$ cat src/rtl/bcd_div_pkg.sv
package bcd_div_pkg;

  localparam int DIGIT_W = 4;

  typedef struct packed {
    logic presetEn;
    logic outEn;
  } ctrl_t;

  function automatic logic [DIGIT_W-1:0] clampBcd(input logic [DIGIT_W-1:0] code);
    return (code > 4'd9) ? 4'd9 : code;
  endfunction

endpackage

$ cat src/rtl/bcd_div_digit.sv
module bcd_div_digit
  import bcd_div_pkg::*;
(
  input  logic               clk,
  input  logic               rstN,
  input  logic               presetEn,
  input  logic [DIGIT_W-1:0] presetBcd,
  input  logic               cntIn,
  input  logic               casIn,
  output logic               zeroOut,
  output logic               tapOut,
  output logic [DIGIT_W-1:0] valOut
);

  logic [DIGIT_W-1:0] val;
  logic pePrev;
  logic cntPrev;
  logic peRise;
  logic cntRise;

  assign peRise  = presetEn && !pePrev;
  assign cntRise = cntIn && !cntPrev;

  always_ff @(posedge clk) begin
    if (!rstN) begin
      val     <= 4'd9;
      pePrev  <= 1'b0;
      cntPrev <= 1'b1;
    end else begin
      pePrev <= presetEn;
      if (peRise) begin
        val     <= clampBcd(presetBcd);
        cntPrev <= 1'b1;
      end else begin
        cntPrev <= cntIn;
        if (cntRise) begin
          val <= (val == 4'd0) ? 4'd9 : val - 4'd1;
        end
      end
    end
  end

  assign zeroOut = casIn && (val == 4'd0);
  assign tapOut  = val[DIGIT_W-1];
  assign valOut  = val;

  // a stored value is always a legal BCD digit
  p_bcd_legal_r4: assert property (@(posedge clk) disable iff (!rstN)
    val <= 4'd9);

  // without a count edge or a load the value holds
  p_hold_idle_r2: assert property (@(posedge clk) disable iff (!rstN)
    (!cntRise && !peRise) |=> $stable(val));

  // a count edge steps down by one with wrap from 0 to 9
  p_step_down_r2: assert property (@(posedge clk) disable iff (!rstN)
    (cntRise && !peRise) |=>
      (val == (($past(val) == 4'd0) ? 4'd9 : $past(val) - 4'd1)));

endmodule

$ cat src/rtl/bcd_div_datapath.sv
module bcd_div_datapath
  import bcd_div_pkg::*;
#(
  parameter int DIGITS      = 3,
  parameter int SYNC_STAGES = 2
) (
  input  logic                       clk,
  input  logic                       rstN,
  input  logic                       inClk,
  input  logic [DIGITS*DIGIT_W-1:0]  ratioBcd,
  input  ctrl_t                      ctrl,
  output logic                       chainZero
);

  logic [SYNC_STAGES-1:0] syncQ;
  logic [DIGITS-1:0] digZero;
  logic [DIGITS-1:0] digTap;
  logic [DIGITS-1:0] digCnt;
  logic [DIGITS-1:0] digCas;
  logic [DIGIT_W-1:0] digVal [DIGITS];

  always_ff @(posedge clk) begin
    if (!rstN) syncQ <= '0;
    else       syncQ <= {syncQ[SYNC_STAGES-2:0], inClk};
  end

  for (genvar i = 0; i < DIGITS; i++) begin : g_digit
    if (i == 0) begin : g_low
      assign digCnt[i] = syncQ[SYNC_STAGES-1];
    end else begin : g_up
      assign digCnt[i] = digTap[i-1];
    end

    if (i == DIGITS - 1) begin : g_top
      assign digCas[i] = 1'b1;
    end else begin : g_mid
      assign digCas[i] = digZero[i+1];
    end

    bcd_div_digit u_digit (
      .clk       (clk),
      .rstN      (rstN),
      .presetEn  (ctrl.presetEn),
      .presetBcd (ratioBcd[i*DIGIT_W +: DIGIT_W]),
      .cntIn     (digCnt[i]),
      .casIn     (digCas[i]),
      .zeroOut   (digZero[i]),
      .tapOut    (digTap[i]),
      .valOut    (digVal[i])
    );

    if (i > 0) begin : g_chk
      // the lowest digit flags zero only once every higher digit is zero
      p_low_waits_r3: assert property (@(posedge clk) disable iff (!rstN)
        digZero[0] |-> (digVal[i] == '0));
    end
  end

  assign chainZero = digZero[0];

endmodule

$ cat src/rtl/bcd_div_control.sv
module bcd_div_control
  import bcd_div_pkg::*;
#(
  parameter int DIGITS    = 3,
  parameter int MIN_RATIO = 10
) (
  input  logic                      clk,
  input  logic                      rstN,
  input  logic [DIGITS*DIGIT_W-1:0] ratioBcd,
  input  logic                      chainZero,
  output ctrl_t                     ctrl,
  output logic                      outOfRange
);

  localparam int RATIO_W = DIGITS * DIGIT_W;

  logic startFlag;
  logic rangeLow;
  logic [RATIO_W-1:0] ratioVal;

  always_comb begin
    ratioVal = '0;
    for (int i = DIGITS - 1; i >= 0; i--) begin
      ratioVal = ratioVal * RATIO_W'(10)
               + RATIO_W'(clampBcd(ratioBcd[i*DIGIT_W +: DIGIT_W]));
    end
  end

  always_ff @(posedge clk) begin
    if (!rstN) begin
      startFlag <= 1'b1;
      rangeLow  <= 1'b0;
    end else begin
      startFlag <= 1'b0;
      rangeLow  <= (ratioVal < RATIO_W'(MIN_RATIO));
    end
  end

  assign ctrl.presetEn = chainZero || startFlag;
  assign ctrl.outEn    = !rangeLow;
  assign outOfRange    = rangeLow;

endmodule

$ cat src/rtl/bcd_ratio_divider.sv
module bcd_ratio_divider
  import bcd_div_pkg::*;
#(
  parameter int DIGITS      = 3,
  parameter int SYNC_STAGES = 2,
  parameter int MIN_RATIO   = 10
) (
  input  logic                      clk,
  input  logic                      rstN,
  input  logic                      inClk,
  input  logic [DIGITS*DIGIT_W-1:0] ratioBcd,
  output logic                      divOut,
  output logic                      outOfRange
);

  ctrl_t ctrl;
  logic  chainZero;

  bcd_div_control #(
    .DIGITS    (DIGITS),
    .MIN_RATIO (MIN_RATIO)
  ) u_control (
    .clk        (clk),
    .rstN       (rstN),
    .ratioBcd   (ratioBcd),
    .chainZero  (chainZero),
    .ctrl       (ctrl),
    .outOfRange (outOfRange)
  );

  bcd_div_datapath #(
    .DIGITS      (DIGITS),
    .SYNC_STAGES (SYNC_STAGES)
  ) u_datapath (
    .clk       (clk),
    .rstN      (rstN),
    .inClk     (inClk),
    .ratioBcd  (ratioBcd),
    .ctrl      (ctrl),
    .chainZero (chainZero)
  );

  assign divOut = chainZero && ctrl.outEn;

  // the output pulse lasts exactly one system clock
  p_single_pulse_r6: assert property (@(posedge clk) disable iff (!rstN)
    divOut |=> !divOut);

  // an out-of-range ratio keeps the output quiet
  p_quiet_range_r7: assert property (@(posedge clk) disable iff (!rstN)
    outOfRange |-> !divOut);

endmodule

$ cat config.mk
export PLATFORM = sky130hd
export DESIGN_NAME = bcd_ratio_divider
export DESIGN_NICKNAME = d
export VERILOG_FILES = /design/src/rtl/bcd_div_pkg.sv /design/src/rtl/bcd_div_digit.sv /design/src/rtl/bcd_div_datapath.sv /design/src/rtl/bcd_div_control.sv /design/src/rtl/bcd_ratio_divider.sv
export SDC_FILE = /design/constraint.sdc
export NUM_CORES = 1
export LEC_CHECK = 0
export ABC_AREA = 1
export BUFFER_PORTS_ARGS = -buffer_cell sky130_fd_sc_hd__buf_4
export CORE_ASPECT_RATIO = 1.5
export CORE_MARGIN = 10
export CORE_UTILIZATION = 55
export DETAILED_ROUTE_END_ITERATION = 12
export PLACE_DENSITY = 0.76
export SYNTH_ARGS = -nofsm -noshare
export SYNTH_HDL_FRONTEND = slang
export SYNTH_SLANG_ARGS = --single-unit
$ cat constraint.sdc
create_clock -name clk -period 5.48 [get_ports clk]
set_input_delay 1.37 -clock clk [delete_from_list [all_inputs] [get_ports clk]]
set_output_delay 1.37 -clock clk [all_outputs]
set_load 0.01 [all_outputs]
==> flow_summary_export.csv <==
group,metric,value,unit
outcome,status,"complete, no violations",
sta,worst_pin_slew,0.377,ns
synth,yosysUniqueCellTypes,32,
synth,syn-instance-count,335,
sta,slew_headroom,0.748,
floorplanning,die_y,95.2,µm
grt,grt_pass1_wl,7730,µm
placement,gp_congestion,0.836,
critical_path,arrival,5.12,ns
sta,drv_slew,0,
final_layout,fin_area,2290,µm²
final_layout,drive_above_1_share,0.0917,
sta,timing.hold.ws,0.422,ns
placement,dp_hpwl,3660,µm
sta,period_share,0.896,
final_layout,nets,392,
clocking,cts_buffers,3,
clocking,post-cts-setup-buffer-count,0,
synth,yosysSeqAreaShare,0.193,
power,intPower,395,µW
power,pwr-share-comb,0.551,
route,wirelength,4430,µm
placement,io_buffers,16,
floorplanning,die_w,70.1,µm
critical_path,crit_required,5.68,ns
clocking,insertion_delay,0.26,ns
worst_hold_path,hold_path.class,"flop to flop",
route,drt_iter0_drc,108,
power,switching_share,0.420,
critical_path,path_buf_inv,6,
power,power.leakage,1.26,nW
final_layout,area_delta_synth_final,10.3,%
sta,final.setup.tns,0,ns
route,drc,0,
floorplanning,core,3650,µm²
route,vias_per_cell,5.17,
clocking,cts_hold_buf,0,
sta,rsz0062_at_grt,"no",
grt,antenna_found_initial,0,
critical_path,crit_top_cell,"nand2_1",
synth,yosysWarnings,0,
critical_path,critical_path_class,"input pin to flop",
grt,grt_pass1_vias,1922,
floorplanning,dieArea,6680,µm²
power,ir_drop,0.220,mV
critical_path,crit_slowest_cell,"fa_1",
grt,grt_remaining_overflow,0,
sta,hold_violations,0,
grt,grt.total_usage,0.133,
clocking,clkSlewWorstSetupHoldPaths,0.08,ns
power,power_switching,285,µW
route,firstDrtPassIters,4,
final_layout,layout_commonest_cell,"nand2_1",
clocking,h-tree-depth,1,
critical_path,cpPeakStageDelay,0.53,ns
floorplanning,initial_utilization,0.569,
critical_path,crit_family,"adder cells",
final_layout,layoutNonFillerInstCount,392,
sta,clock.fmax,204,MHz
floorplanning,design.portCount,17,
power,clock_power_share,0.214,
clocking,cts-resized-gates,0,
synth,synth_nets,377,
floorplanning,std_cell_rows,27,
sta,fin_skew,0.0104,ns
route,via_count,2028,
sta,final-setup-viol-count,0,
power,power_density,297,nW/µm²
route,ant_nets,0,
route,post_drt_wl_per_cell,11.3,µm
final_layout,antenna_cells,0,
synth,synth_seq_cells,20,
critical_path,end_kind,"flop",
placement,postPlaceCellArea,2220,µm²
final_layout,layout_common_cells,"nand2_1, inv_1, nor2_1, nand3_1, ha_1",
final_layout,fin_util,0.627,
synth,syn_avg_cell_area,6.19,µm²
clocking,cts_tree,"yes",
critical_path,cp_max_fo,6,
clocking,cts_buffer_depth,2,
placement,dp.cells,388,
sta,fin_crit,4.91,ns
critical_path,start_kind,"input pin",
clocking,numClockSinks,20,
flow_run,drv_cap,0,
synth,netlist_area,2070,µm²
power,share_seq_of_total_power,0.235,
grt,grt_max_degree,20,
clocking,cts_root_buf,"clkbuf_8",
final_layout,n_fill_cell,368,
## sequential cells by signal (all words and copies together) (netlist names)
register	count
u_control.outOfRange	1
u_control.startFlag	1
u_datapath.g_digit.u_digit.cntPrev	3
u_datapath.g_digit.u_digit.pePrev	1
u_datapath.g_digit.u_digit.valOut	12
u_datapath.syncQ	2
## through the flow
stage	total power, mW	worst slack [ns]
global route	0.748	0.0876
global placement	0.529	0.349
floorplan	0.464	0.845
finish	0.680	0.568
detailed placement	0.535	0.321
CTS	0.681	0.570
## cell type report
class / count / area (µm²) / share of cell area
Clock inverter: 1 / 30.0 / 0.0131
Multi-Input combinational cell: 244 / 1400 / 0.611
Sequential cell: 20 / 400 / 0.175
Timing Repair Buffer: 16 / 120 / 0.0525
Tap cell: 43 / 53.8 / 0.0235
Clock buffer: 3 / 41.3 / 0.0180
Inverter: 65 / 244 / 0.107
## kinds of logic (layout without fill, tap and decap cells)
family | count (synthesis) | count (layout) | synth area share
simple gates | 167 | 167 | 0.345
buf+inv | 71 | 85 | 0.133
compound gates | 41 | 41 | 0.110
fa+ha+maj | 27 | 27 | 0.177
flops | 20 | 20 | 0.193
xor+xnor | 9 | 9 | 0.0416
## power groups by stage
stage               clock, mW  combinational [mW]  sequential, mW
floorplan                   0               0.302           0.162
global placement            0               0.366           0.163
detailed placement          0               0.372           0.163
CTS                     0.147               0.374           0.160
global route            0.152               0.435           0.161
finish                  0.146               0.374           0.160
## metal layers
layer / track usage / part of all wire
met5: 0 / 0
met4: 0.0479 / 0.013
met3: 0.00832 / 0.015
met2: 0.260 / 0.56
met1: 0.146 / 0.41
## synthesized netlist by cell type
master | n | area, µm²
nand2_1 | 84 | 315
inv_1 | 62 | 233
nand3_1 | 34 | 170
nor2_1 | 34 | 128
ha_1 | 23 | 288
dfxtp_1 | 20 | 400
o21ai_0 | 18 | 90.1
a21oi_1 | 12 | 60.1
xor2_1 | 5 | 43.8
clkbuf_1 | 4 | 15.0
fa_1 | 4 | 80.1
nand4_1 | 4 | 25.0
nand2_2 | 3 | 18.8
or2_2 | 3 | 18.8
xnor2_1 | 3 | 26.3
inv_2 | 2 | 7.51
nand3_2 | 2 | 20.0
nand3b_1 | 2 | 15.0
o211ai_1 | 2 | 15.0
o21ai_1 | 2 | 10.0
a21oi_2 | 1 | 8.76
a31oi_1 | 1 | 6.26
a41oi_1 | 1 | 8.76
buf_2 | 1 | 5.00
buf_6 | 1 | 11.3
clkinv_1 | 1 | 3.75
nor3_1 | 1 | 5.00
o2111ai_1 | 1 | 8.76
o21a_1 | 1 | 7.51
o22ai_1 | 1 | 6.26
o31ai_1 | 1 | 7.51
xor2_2 | 1 | 16.3
## worst reg2reg max path, cell delays in order, from the launching register on
cell and delay [ns]:
dfxtp_1 0.33, nor2_1 0.22, nand2_1 0.11, nor2_1 0.13
nand3_1 0.12, nand2_1 0.09, nand2_2 0.19, inv_2 0.26
nor3_1 0.07, o21ai_0 0.16, inv_1 0.06
## worst paths after layout
| path | start | end | slack [ns] | cells past startpoint |
|---|---|---|---|---|
| worst max-delay path | ratioBcd[9] | u_control.outOfRange$_SDFF_PN0_ | 0.57 | 25 |
| worst min-delay path | u_datapath.syncQ[0]$_SDFF_PN0_ | u_datapath.syncQ[1]$_SDFF_PN0_ | 0.42 | 2 |
| worst max register to register | u_datapath.g_digit[2].u_digit.valOut[0]$_SDFFE_PN1P_ | u_datapath.g_digit[0].u_digit.valOut[2]$_SDFFE_PN0P_ | 3.63 | 10 |
| worst min register to register | u_datapath.syncQ[0]$_SDFF_PN0_ | u_datapath.syncQ[1]$_SDFF_PN0_ | 0.42 | 2 |
(Power assumes the default switching activity.)
